[src/rtl/glcd_pkg.sv]
package glcd_pkg;
    localparam int PAGE_W  = 3;
    localparam int COL_W   = 7;
    localparam int HALF_W  = COL_W - 1;

    localparam logic [7:0] CMD_DISP_ON  = 8'h3F;
    localparam logic [7:0] CMD_LINE     = 8'hC0;
    localparam logic [7:0] CMD_PAGE     = 8'hB8;
    localparam logic [7:0] CMD_COL      = 8'h40;

    function automatic logic [7:0] make_page(input logic [PAGE_W-1:0] p);
        return CMD_PAGE | {{(8-PAGE_W){1'b0}}, p};
    endfunction

    function automatic logic [7:0] make_col(input logic [HALF_W-1:0] c);
        return CMD_COL | {{(8-HALF_W){1'b0}}, c};
    endfunction

    function automatic logic [7:0] make_line(input logic [5:0] l);
        return CMD_LINE | {2'b00, l};
    endfunction
endpackage

[src/rtl/glcd_strobe.sv]
module glcd_strobe #(
    parameter int E_HIGH_CYC = 113
) (
    input  logic       clk,
    input  logic       rst_n,
    input  logic       start,
    input  logic [7:0] bus_in,
    output logic       e,
    output logic       done,
    output logic [7:0] sample
);
    localparam int CW = (E_HIGH_CYC < 2) ? 1 : $clog2(E_HIGH_CYC);
    localparam logic [CW-1:0] CNT_LAST = CW'(E_HIGH_CYC - 1);

    typedef enum logic [1:0] {T_IDLE, T_SETUP, T_HIGH, T_HOLD} t_state_e;

    t_state_e      state, state_n;
    logic [CW-1:0] cnt;

    always_ff @(posedge clk or negedge rst_n) begin
        if (!rst_n) state <= T_IDLE;
        else        state <= state_n;
    end

    always_comb begin
        state_n = state;
        unique case (state)
            T_IDLE:  if (start) state_n = T_SETUP;
            T_SETUP: state_n = T_HIGH;
            T_HIGH:  if (cnt == CNT_LAST) state_n = T_HOLD;
            T_HOLD:  state_n = T_IDLE;
            default: state_n = T_IDLE;
        endcase
    end

    always_ff @(posedge clk or negedge rst_n) begin
        if (!rst_n) begin
            cnt    <= '0;
            sample <= '0;
        end else begin
            if (state == T_HIGH) cnt <= cnt + 1'b1;
            else                 cnt <= '0;
            if (state == T_HIGH && cnt == CNT_LAST) sample <= bus_in;
        end
    end

    always_comb begin
        e    = (state == T_HIGH);
        done = (state == T_HOLD);
    end
endmodule

[src/rtl/glcd_opseq.sv]
module glcd_opseq
    import glcd_pkg::*;
(
    input  logic              clk,
    input  logic              rst_n,
    input  logic              start_init,
    input  logic              start_wr,
    input  logic              start_rd,
    input  logic              advance,
    input  logic [PAGE_W-1:0] page,
    input  logic [COL_W-1:0]  col,
    input  logic [7:0]        wbyte,
    output logic [1:0]        op_cs,
    output logic              op_rs,
    output logic              op_rw,
    output logic [7:0]        op_byte,
    output logic              op_last,
    output logic              op_wphase,
    output logic              op_rphase
);
    typedef enum logic [2:0] {O_IDLE, O_ON, O_LINE, O_PAGE, O_COL, O_WRITE, O_READ} o_state_e;

    o_state_e state, state_n;
    logic     init_chip;
    logic     rd_mode;
    logic [1:0] host_cs, init_cs;

    always_ff @(posedge clk or negedge rst_n) begin
        if (!rst_n) state <= O_IDLE;
        else        state <= state_n;
    end

    always_comb begin
        state_n = state;
        unique case (state)
            O_IDLE:  if (start_init) state_n = O_ON;
                     else if (start_wr || start_rd) state_n = O_PAGE;
            O_ON:    if (advance) state_n = O_LINE;
            O_LINE:  if (advance) state_n = init_chip ? O_IDLE : O_ON;
            O_PAGE:  if (advance) state_n = O_COL;
            O_COL:   if (advance) state_n = rd_mode ? O_READ : O_WRITE;
            O_WRITE: if (advance) state_n = O_IDLE;
            O_READ:  if (advance) state_n = O_IDLE;
            default: state_n = O_IDLE;
        endcase
    end

    always_ff @(posedge clk or negedge rst_n) begin
        if (!rst_n) begin
            init_chip <= 1'b0;
            rd_mode   <= 1'b0;
        end else if (state == O_IDLE) begin
            if (start_init) init_chip <= 1'b0;
            if (start_wr)   rd_mode <= 1'b0;
            else if (start_rd) rd_mode <= 1'b1;
        end else if (state == O_LINE && advance) begin
            init_chip <= 1'b1;
        end
    end

    always_comb begin
        host_cs   = col[COL_W-1] ? 2'b10 : 2'b01;
        init_cs   = init_chip ? 2'b10 : 2'b01;
        op_cs     = 2'b00;
        op_rs     = 1'b0;
        op_rw     = 1'b0;
        op_byte   = 8'h00;
        op_last   = 1'b0;
        op_wphase = 1'b0;
        op_rphase = 1'b0;
        unique case (state)
            O_IDLE: ;
            O_ON: begin
                op_cs   = init_cs;
                op_byte = CMD_DISP_ON;
            end
            O_LINE: begin
                op_cs   = init_cs;
                op_byte = make_line(6'd0);
                op_last = init_chip;
            end
            O_PAGE: begin
                op_cs   = host_cs;
                op_byte = make_page(page);
            end
            O_COL: begin
                op_cs   = host_cs;
                op_byte = make_col(col[HALF_W-1:0]);
            end
            O_WRITE: begin
                op_cs     = host_cs;
                op_rs     = 1'b1;
                op_byte   = wbyte;
                op_last   = 1'b1;
                op_wphase = 1'b1;
            end
            O_READ: begin
                op_cs     = host_cs;
                op_rs     = 1'b1;
                op_rw     = 1'b1;
                op_last   = 1'b1;
                op_rphase = 1'b1;
            end
            default: ;
        endcase
    end
endmodule

[src/rtl/glcd_ctrl.sv]
module glcd_ctrl #(
    parameter int RST_CYC = 256
) (
    input  logic       clk,
    input  logic       rst_n,
    input  logic       req_wr,
    input  logic       req_rd,
    input  logic       strobe_done,
    input  logic [7:0] sample,
    input  logic [1:0] op_cs,
    input  logic       op_rs,
    input  logic       op_rw,
    input  logic [7:0] op_byte,
    input  logic       op_last,
    output logic       strobe_start,
    output logic       start_init,
    output logic       start_wr,
    output logic       start_rd,
    output logic       advance,
    output logic       finish,
    output logic       busy,
    output logic       lcd_rst_n,
    output logic [1:0] bus_cs,
    output logic       bus_rs,
    output logic       bus_rw,
    output logic [7:0] bus_dout,
    output logic       bus_oe
);
    localparam int RCW = $clog2(RST_CYC + 1);
    localparam logic [RCW-1:0] RST_LAST = RCW'(RST_CYC - 1);

    typedef enum logic [2:0] {C_RST, C_IDLE, C_POLL_GO, C_POLL_WAIT, C_OP_GO, C_OP_WAIT} c_state_e;

    c_state_e       state, state_n;
    logic [RCW-1:0] rst_cnt;
    logic           rst_over;

    assign rst_over = (rst_cnt == RST_LAST);

    always_ff @(posedge clk or negedge rst_n) begin
        if (!rst_n) state <= C_RST;
        else        state <= state_n;
    end

    always_comb begin
        state_n = state;
        unique case (state)
            C_RST:       if (rst_over) state_n = C_POLL_GO;
            C_IDLE:      if (req_wr || req_rd) state_n = C_POLL_GO;
            C_POLL_GO:   state_n = C_POLL_WAIT;
            C_POLL_WAIT: if (strobe_done) state_n = sample[7] ? C_POLL_GO : C_OP_GO;
            C_OP_GO:     state_n = C_OP_WAIT;
            C_OP_WAIT:   if (strobe_done) state_n = op_last ? C_IDLE : C_POLL_GO;
            default:     state_n = C_RST;
        endcase
    end

    always_comb begin
        lcd_rst_n    = (state != C_RST);
        busy         = (state != C_IDLE);
        start_init   = (state == C_RST) && rst_over;
        start_wr     = (state == C_IDLE) && req_wr;
        start_rd     = (state == C_IDLE) && !req_wr && req_rd;
        strobe_start = (state == C_POLL_GO) || (state == C_OP_GO);
        advance      = (state == C_OP_WAIT) && strobe_done;
        finish       = advance && op_last;
    end

    always_ff @(posedge clk or negedge rst_n) begin
        if (!rst_n) rst_cnt <= '0;
        else if (state == C_RST && !rst_over) rst_cnt <= rst_cnt + 1'b1;
    end

    always_ff @(posedge clk or negedge rst_n) begin
        if (!rst_n) begin
            bus_cs   <= 2'b00;
            bus_rs   <= 1'b0;
            bus_rw   <= 1'b1;
            bus_dout <= 8'h00;
            bus_oe   <= 1'b0;
        end else if (state == C_POLL_GO) begin
            bus_cs <= op_cs;
            bus_rs <= 1'b0;
            bus_rw <= 1'b1;
            bus_oe <= 1'b0;
        end else if (state == C_OP_GO) begin
            bus_cs   <= op_cs;
            bus_rs   <= op_rs;
            bus_rw   <= op_rw;
            bus_dout <= op_byte;
            bus_oe   <= !op_rw;
        end
    end
endmodule

[src/rtl/glcd_regs.sv]
module glcd_regs
    import glcd_pkg::*;
#(
    parameter int DATA_W = 32
) (
    input  logic              clk,
    input  logic              rst_n,
    input  logic [1:0]        host_addr,
    input  logic              host_wr,
    input  logic [DATA_W-1:0] host_wdata,
    output logic [DATA_W-1:0] host_rdata,
    input  logic              busy,
    input  logic              fin_wr,
    input  logic              fin_rd,
    input  logic [7:0]        rd_byte,
    output logic [PAGE_W-1:0] page,
    output logic [COL_W-1:0]  col,
    output logic [7:0]        wbyte,
    output logic              req_wr,
    output logic              req_rd
);
    logic [DATA_W-1:0] data_q;
    logic              accept;

    assign accept = host_wr && !busy;
    assign req_wr = accept && (host_addr == 2'd2);
    assign req_rd = accept && (host_addr == 2'd3) && host_wdata[0];
    assign wbyte  = data_q[7:0];

    always_ff @(posedge clk or negedge rst_n) begin
        if (!rst_n) begin
            page   <= '0;
            col    <= '0;
            data_q <= '0;
        end else begin
            if (accept && host_addr == 2'd0) page <= host_wdata[PAGE_W-1:0];
            if (accept && host_addr == 2'd1) col  <= host_wdata[COL_W-1:0];
            if (accept && host_addr == 2'd2) data_q <= host_wdata;
            if (fin_wr) col <= col + 1'b1;
            if (fin_rd) data_q <= {{(DATA_W-8){1'b0}}, rd_byte};
        end
    end

    always_comb begin
        unique case (host_addr)
            2'd0:    host_rdata = {{(DATA_W-PAGE_W){1'b0}}, page};
            2'd1:    host_rdata = {{(DATA_W-COL_W){1'b0}}, col};
            2'd2:    host_rdata = data_q;
            default: host_rdata = {{(DATA_W-1){1'b0}}, busy};
        endcase
    end
endmodule

[src/rtl/glcd_bus_driver.sv]
module glcd_bus_driver
    import glcd_pkg::*;
#(
    parameter int DATA_W     = 32,
    parameter int E_HIGH_CYC = 113,
    parameter int RST_CYC    = 256
) (
    input  logic              clk,
    input  logic              rst_n,
    input  logic [1:0]        host_addr,
    input  logic              host_wr,
    input  logic [DATA_W-1:0] host_wdata,
    output logic [DATA_W-1:0] host_rdata,
    input  logic [7:0]        lcd_data_i,
    output logic [7:0]        lcd_data_o,
    output logic              lcd_data_oe,
    output logic              lcd_cs1,
    output logic              lcd_cs2,
    output logic              lcd_rs,
    output logic              lcd_rw,
    output logic              lcd_e,
    output logic              lcd_rst_n
);
    logic [PAGE_W-1:0] page;
    logic [COL_W-1:0]  col;
    logic [7:0]        wbyte, sample, op_byte;
    logic              req_wr, req_rd, busy;
    logic              strobe_start, strobe_done;
    logic              start_init, start_wr, start_rd, advance, finish;
    logic [1:0]        op_cs, bus_cs;
    logic              op_rs, op_rw, op_last, op_wphase, op_rphase;
    logic              fin_wr, fin_rd;

    assign fin_wr  = finish && op_wphase;
    assign fin_rd  = finish && op_rphase;
    assign lcd_cs1 = bus_cs[0];
    assign lcd_cs2 = bus_cs[1];

    glcd_regs #(.DATA_W(DATA_W)) u_regs (
        .clk(clk), .rst_n(rst_n), .host_addr(host_addr), .host_wr(host_wr),
        .host_wdata(host_wdata), .host_rdata(host_rdata), .busy(busy),
        .fin_wr(fin_wr), .fin_rd(fin_rd), .rd_byte(sample), .page(page),
        .col(col), .wbyte(wbyte), .req_wr(req_wr), .req_rd(req_rd)
    );

    glcd_ctrl #(.RST_CYC(RST_CYC)) u_ctrl (
        .clk(clk), .rst_n(rst_n), .req_wr(req_wr), .req_rd(req_rd),
        .strobe_done(strobe_done), .sample(sample), .op_cs(op_cs),
        .op_rs(op_rs), .op_rw(op_rw), .op_byte(op_byte), .op_last(op_last),
        .strobe_start(strobe_start), .start_init(start_init),
        .start_wr(start_wr), .start_rd(start_rd), .advance(advance),
        .finish(finish), .busy(busy), .lcd_rst_n(lcd_rst_n), .bus_cs(bus_cs),
        .bus_rs(lcd_rs), .bus_rw(lcd_rw), .bus_dout(lcd_data_o),
        .bus_oe(lcd_data_oe)
    );

    glcd_opseq u_opseq (
        .clk(clk), .rst_n(rst_n), .start_init(start_init), .start_wr(start_wr),
        .start_rd(start_rd), .advance(advance), .page(page), .col(col),
        .wbyte(wbyte), .op_cs(op_cs), .op_rs(op_rs), .op_rw(op_rw),
        .op_byte(op_byte), .op_last(op_last), .op_wphase(op_wphase),
        .op_rphase(op_rphase)
    );

    glcd_strobe #(.E_HIGH_CYC(E_HIGH_CYC)) u_strobe (
        .clk(clk), .rst_n(rst_n), .start(strobe_start), .bus_in(lcd_data_i),
        .e(lcd_e), .done(strobe_done), .sample(sample)
    );
endmodule

[config.mk]
export PLATFORM = sky130hd
export DESIGN_NAME = glcd_bus_driver
export DESIGN_NICKNAME = d
export VERILOG_FILES = /design/src/rtl/glcd_pkg.sv /design/src/rtl/glcd_strobe.sv /design/src/rtl/glcd_opseq.sv /design/src/rtl/glcd_ctrl.sv /design/src/rtl/glcd_regs.sv /design/src/rtl/glcd_bus_driver.sv
export SDC_FILE = /design/constraint.sdc
export NUM_CORES = 1
export LEC_CHECK = 0
export ABC_AREA = 0
export ABC_CLOCK_PERIOD_IN_PS = 3060
export CORE_UTILIZATION = 65
export CTS_BUF_LIST = sky130_fd_sc_hd__clkbuf_2
export CTS_CLUSTER_SIZE = 14
export DETAILED_ROUTE_END_ITERATION = 10
export DONT_BUFFER_PORTS = 1
export PLACE_DENSITY = 0.92
export RECOVER_POWER = 25
export SLEW_MARGIN = 15
export SYNTH_ARGS = -nofsm -noshare
export SYNTH_HDL_FRONTEND = slang
export SYNTH_SLANG_ARGS = --single-unit
[constraint.sdc]
create_clock -name clk -period 3.06 [get_ports clk]
set_input_delay 0.153 -clock clk [delete_from_list [all_inputs] [get_ports clk]]
set_output_delay 0.153 -clock clk [all_outputs]
set_load 0.01 [all_outputs]
Word level (Yosys, flattened, before mapping)
Index checks and enable logic that the tools add are counted.
- register bits: 89
- bits of input ports: 45
- output and inout port bits: 47
- logic and storage cells: 143
- $add $sub $neg: 3
- eq/ne operators: 33
- mux-type cells: 47
- bitwise logic cells: 1
- reductions and logical operators: 43
- operator list (kind ; count):
    32-bit one-hot mux with 3 select lines ; 1
    32-bit two-way mux ; 2
    8-bit one-hot mux with 5 select lines ; 1
    3-bit two-way mux ; 12
    3-bit one-hot mux with 6 select lines ; 2
    7-bit two-way mux ; 3
    2-bit by 1-bit inequality test with 1-bit output, second input constant ; 10
    1-bit logical AND ; 17
    2-bit two-way mux ; 8
    3-bit == test, second input constant ; 5
    1-bit two-way mux ; 15
    7-bit by 1-bit adder with 7-bit output, second input constant ; 2
    3-bit by 2-bit == test with 1-bit output, second input constant ; 4
    2-bit nonzero test ; 5
    9-bit by 1-bit adder with 9-bit output, second input constant ; 1
    9-bit by 8-bit == test with 1-bit output, second input constant ; 1
    2-bit == test, second input constant ; 4
    2-bit one-hot mux with 4 select lines ; 1
    2-bit AND reduction ; 4
    7-bit == test, second input constant ; 1
    3-bit by 1-bit == test with 1-bit output, second input constant ; 2
    3-bit zero test ; 2
    6-bit AND reduction ; 1
    2-bit by 1-bit == test with 1-bit output, second input constant ; 2
    other kinds (13) ; 21

Logic depth before layout (Yosys ltp)
- depth after elaboration: 11
- gate-level depth with buffers: 8
- mapped depth without buffers: 8

Hierarchy
Synthesis repeated with hierarchy kept, for this count alone.
- cell total of the unflattened synthesis: 438
- area, all modules: 4739.5 sq um
- by module, submodules not included (module ; times used ; cells each ; area an instance (sq um) ; seq. area each (sq um)):
    glcd_regs ; 1 ; 189 ; 2174.6 ; 1051.0
    glcd_ctrl ; 1 ; 105 ; 1182.4 ; 626.9
    glcd_strobe ; 1 ; 64 ; 785.8 ; 425.4
    glcd_opseq ; 1 ; 78 ; 584.3 ; 125.1
    glcd_bus_driver ; 1 ; 2 ; 12.5 ; 0.0

Worst setup path after synthesis
Ideal clock, no wire load.
- path type: register to register
- from: reg u_ctrl.rst_cnt[0]
- to: reg u_opseq.state[1]
- setup time: 0.125 ns
- arrival time: 2.145 ns
- required time: 2.935 ns
- setup slack: 0.791 ns
- cell stages (with the launch flop): 8
- buffers on the path: 0
- clock period less this slack: 2.269 ns
- cells stage by stage: dfrtp_1 -> ha_1 -> nand2_1 -> nor3_1 -> ha_1 -> or4b_1 -> a32oi_2 -> mux2_2
- cells in the longest elaborated chain, start to end: 4
- elaborated cells on any way between the ends: 6
- those cells by class: eq/ne (2); mux (2); reduce/logical (2)
- RTL lines (what ; line ; text):
    from (decl) ; glcd_ctrl.sv:35 ; logic [RCW-1:0] rst_cnt;
    from (signal assigned) ; glcd_ctrl.sv:71 ; else if (state == C_RST && !rst_over) rst_cnt <= rst_cnt + 1'b1;
    9-bit by 8-bit == test with 1-bit output * ; glcd_ctrl.sv:38 ; assign rst_over = (rst_cnt == RST_LAST);
    1-bit logical AND * ; glcd_ctrl.sv:61 ; start_init = (state == C_RST) && rst_over;
    3-bit by 2-bit inequality test with 1-bit output (no source line) or 3-bit two-way mux (tied branches) ; -- ;
    6-bit AND reduction (no source line) or 3-bit one-hot mux with 6 select lines (tied branches) ; -- ;
    to (signal assigned) ; glcd_opseq.sv:30 ; else state <= state_n;
    to (decl) ; glcd_opseq.sv:23 ; o_state_e state, state_n;
Mark *: on every way between the ends. The rest lies on a longest branch, timed or not.
A chain may end at the register's enable or synchronous reset.

Worst setup path after layout
- from: reg u_opseq.state[1]
- to: reg u_opseq.rd_mode
- cells in the longest elaborated chain, start to end: 2
- RTL lines (what ; line ; text):
    3-bit zero test ; glcd_opseq.sv:52 ; end else if (state == O_IDLE) begin
    2-bit AND reduction (no source line) ; -- ;
    to (signal assigned) ; glcd_opseq.sv:51 ; rd_mode <= 1'b0;
    to (signal assigned) ; glcd_opseq.sv:54 ; if (start_wr) rd_mode <= 1'b0;
    to (signal assigned) ; glcd_opseq.sv:55 ; else if (start_rd) rd_mode <= 1'b1;
    to (decl) ; glcd_opseq.sv:25 ; logic rd_mode;
No other way between the ends.

==> results.cfg <==
[detailed_routing]
drtAntennaViolNets = 0
drc = 0
drtPass1Iterations = 5
via_per_inst = 6.194
drt_first_iter_violations = 408
wirelength_um = 11130
detail_route.wl_per_cell_um = 18.01
routed-via-count = 3828

[yosys]
post_synth.cell_area_avg_um2 = 9.680
post-synth-top-count-cell = sky130_fd_sc_hd__dfrtp_1
yosys_register_bits = 89
post_synth_xor_area_fraction_pct = 2.082
synthDistinctLibCells = 63
ys_async_sr_fraction_pct = 100.0
summed_instance_area_of_the_synthesized_netlist_mm2 = 0.004627
synth_commonest_cells = sky130_fd_sc_hd__dfrtp_1 (88), sky130_fd_sc_hd__nand2_1 (81), sky130_fd_sc_hd__a21oi_1 (41)
yosys.area_share.simple_pct = 19.23
number_of_enable_flip_flop_cells_after_synthesis = 0
synth-warning-count = 0
post_synth_inst_count = 478
synth_adder_area_share_pct = 2.704
synth_nets = 533
synth_top_cells_by_area = sky130_fd_sc_hd__dfrtp_1 (48%), sky130_fd_sc_hd__nand2_1 (6.6%), sky130_fd_sc_hd__a21oi_1 (4.4%)
yosys_most_used_dff = sky130_fd_sc_hd__dfrtp_1
synth_largest_type_area_fraction_pct = 47.59
synth-compound-area-share_pct = 18.47
synth.mux.area_fraction_pct = 4.786
post-synth-top-area-cell = sky130_fd_sc_hd__dfrtp_1
synth_top_family_by_area = simple AND/OR/NAND/NOR gates
synth.yosys.seq_area_share_pct = 48.16

[global_route]
grt_usage_pct = 30.50
antenna_found_initial = 0
gr-total-overflow = 0
grt_start_max_net_pins = 90
first_global_vias = 3680
wire_length_of_the_first_global_routing_pass_um = 17620

[clocking]
tritoncts = done
max-clock-path-buffers = 2
root_buffer = sky130_fd_sc_hd__clkbuf_2
clkLatencyLatePin_ns = 0.57
ctsHtreeMaxLevel = 3
cts.reportedPaths.clkPinSlew_ns = 0.23
cts_buffers = 9
clkSinkCount = 89
number_of_resized_instances_in_the_post_cts_repair_step = 0
post-cts-setup-buffers = 0

[die]
floorplan.core_area_mm2 = 0.006832
die-width_um = 86.37
floorplan.initialDensity_pct = 67.73
fp-row-count = 30
die_area_mm2 = 0.007460
die_height_um = 86.37
ioPinCount = 92

[critical_path]
criticalPathCategory = flip-flop to flip-flop
cp_data_required_time_ns = 3.51
endpoint_kind = flip-flop
regToRegSetupSlack_ns = 0.33
crit_arrival_ns = 3.18
critical_path.startpoint_type = flip-flop
path_max_fanout = 21

[finish]
insertedDiodeCount = 0
layout-drive-gt1-share_pct = 9.004
area_growth_pct = 13.85
final_core_utilization_pct = 77.11
final-seq-area_mm2 = 0.002228
multiInputGateArea_mm2 = 0.002190
fin_nets = 572
n_fill_cell = 455

[sta]
hold_viol = 0
final_period_minus_worst_setup_slack_ns = 2.729
timing_limited_maximum_frequency_ghz = 0.3665
final-setup-viol-count = 0
max-slew-margin-rel_pct = -42.35
finalCritPeriodShare_pct = 89.18
final-max-slew-violation-count = 90
final.setup.tns_ns = 0
worstMarginPinSlew_ns = 2.135
finalClockSkew_ns = 0.04114
postLayoutSetupSlackWorst_ns = 0.3311
grt_setup_unrepaired = no

[min_path]
hp-class = primary input to flip-flop

[pwr]
ir_worst_vdd_v = 0.0003494
power.share.switching_pct = 39.15
power.share.sequential_pct = 49.2
power.density_cell_area_mw_per_mm2 = 792.8
switchingPower_w = 0.001635
p_leak_nw = 2.346
clock_power_share_pct = 16.3
internal_power_component_w = 0.002541
power_frac_comb_pct = 34.5

[placement]
port-buffer-count = 0
detailedPlacementHpwl_um = 6827
pre_cts_slack_ns = 0.6266
gp_congestion = 0.8765

[outcome]
run_status = finished with violations
violations = capacitance limit, slew limit

[run]
max_cap_viol_count = 1
==> cells in the final DEF (no fill, tap or decap), types with 2 or more instances in the layout <==
cell type                       synthesis  final
sky130_fd_sc_hd__xnor2_1                6      6
sky130_fd_sc_hd__o31ai_1                3      3
sky130_fd_sc_hd__a22o_1                19     19
sky130_fd_sc_hd__mux2_2                14     14
sky130_fd_sc_hd__a22oi_1                8      8
sky130_fd_sc_hd__clkinv_1               1      2
sky130_fd_sc_hd__a21o_1                10     10
sky130_fd_sc_hd__o32ai_1                3      3
sky130_fd_sc_hd__inv_1                 15     15
sky130_fd_sc_hd__ha_1                  10     10
sky130_fd_sc_hd__nor4_1                 2      2
sky130_fd_sc_hd__clkbuf_2               0     10
sky130_fd_sc_hd__nor3_1                 5      5
sky130_fd_sc_hd__and2_1                29     29
sky130_fd_sc_hd__o21a_1                 3      3
sky130_fd_sc_hd__nand2_1               81     81
sky130_fd_sc_hd__xor2_1                 5      5
sky130_fd_sc_hd__nor2_1                20     20
sky130_fd_sc_hd__o22ai_1                3      3
sky130_fd_sc_hd__and3_1                 3      3
sky130_fd_sc_hd__dfrtp_1               88     88
sky130_fd_sc_hd__bufinv_16              0      2
sky130_fd_sc_hd__mux2i_1                3      3
sky130_fd_sc_hd__nand2b_1              11     11
sky130_fd_sc_hd__nand3_1               11     11
sky130_fd_sc_hd__o211ai_1               3      3
sky130_fd_sc_hd__nor2b_1                4      3
sky130_fd_sc_hd__a21oi_1               41     41
sky130_fd_sc_hd__o21ai_0               19     19
sky130_fd_sc_hd__buf_4                  4      6
sky130_fd_sc_hd__dlygate4sd3_1          0     48
==> per-layer routing <==
metal  wire, µm  global-route usage [%]  vias to the layer above
met5          0                       0                        -
met4        229                   10.45                        0
met3        821                   5.429                       29
met2       5504                   49.71                      195
met1       4573                   41.59                     1850
li1           -                       -                     1754
==> power groups by stage <==
stage | Sequential, W | Combinational, W | Clock, W
after global placement | 0.00203 | 0.00121 | 0
after CTS | 0.00203 | 0.00141 | 0.000682
final | 0.00205 | 0.00144 | 0.000682
after detailed placement | 0.00206 | 0.00128 | 0
after global routing | 0.00210 | 0.00160 | 0.000730
after floorplan | 0.00189 | 0.00113 | 0
==> final cells by class <==
type	instances	share of cell area, %
clock buffers	9	0.8551
multi-input cells	346	41.57
well taps	96	2.280
inverters	16	1.140
clock inverters	7	1.781
flip-flops and latches	89	42.30
repair buffers	55	10.07
==> cells by family (layout without fill, tap and decap cells) <==
family	after synthesis	in the layout
buffers and inverters	43	87
XOR/XNOR	11	11
flip-flops	89	89
adder cells (fa/ha/maj)	10	10
AND/OR/NAND/NOR	179	179
multiplexers	19	19
AO/OA/AOI/OAI	127	127
==> stage by stage <==
stage | hold slack, ns | power, W | cells | area, µm²
after global placement | -0.1406 | 0.003242 | 553 | 4643
after global routing | 0.07431 | 0.004429 | 618 | 5268
after CTS | 0.009845 | 0.004114 | 618 | 5290
after floorplan | -0.1426 | 0.003020 | 478 | 4627
after detailed placement | -0.1409 | 0.003335 | 553 | 4643
final | 0.008143 | 0.004176 | 618 | 5268
==> timing repair <==
action,CTS,global route
hold endpoints to repair,142,0
hold buffers,49,0
endpoints found under the setup margin,0,0
==> worst paths after layout <==
kind                            cells after the start                           from                            end
max in group asynchronous                           2                          rst_n  u_ctrl.rst_cnt[1]$_DFFE_PN0N_
worst min-delay path                                3                   host_addr[1]    u_ctrl.state[1]$_DFFE_PN0P_
min in group asynchronous                           2                          rst_n  u_regs.data_q[14]$_DFFE_PN0P_
worst min register to register                      1  u_ctrl.rst_cnt[5]$_DFFE_PN0N_  u_ctrl.rst_cnt[5]$_DFFE_PN0N_
worst max register to register                      6   u_opseq.state[1]$_DFFE_PN0P_    u_opseq.rd_mode$_DFFE_PN0P_
worst max-delay path                                6   u_opseq.state[1]$_DFFE_PN0P_    u_opseq.rd_mode$_DFFE_PN0P_
==> worst max-delay path: stages (launching register included) <==
cell and delay [ns]:
sky130_fd_sc_hd__dfrtp_1 0.66, sky130_fd_sc_hd__nor3_1 0.55, sky130_fd_sc_hd__nand3_1 0.14, sky130_fd_sc_hd__nor2_1 0.12
sky130_fd_sc_hd__dlygate4sd3_1 0.56, sky130_fd_sc_hd__nor2_1 0.04, sky130_fd_sc_hd__dlygate4sd3_1 0.56
==> flip-flops by register name (all words and copies together), names as in the netlist, 7 cells and up <==
signal	cells
u_strobe.sample	8
u_ctrl.rst_cnt	9
u_regs.col	7
u_ctrl.bus_dout	8
u_regs.data_q	32
u_strobe.cnt	7
Power figures use the tool's default switching activity.
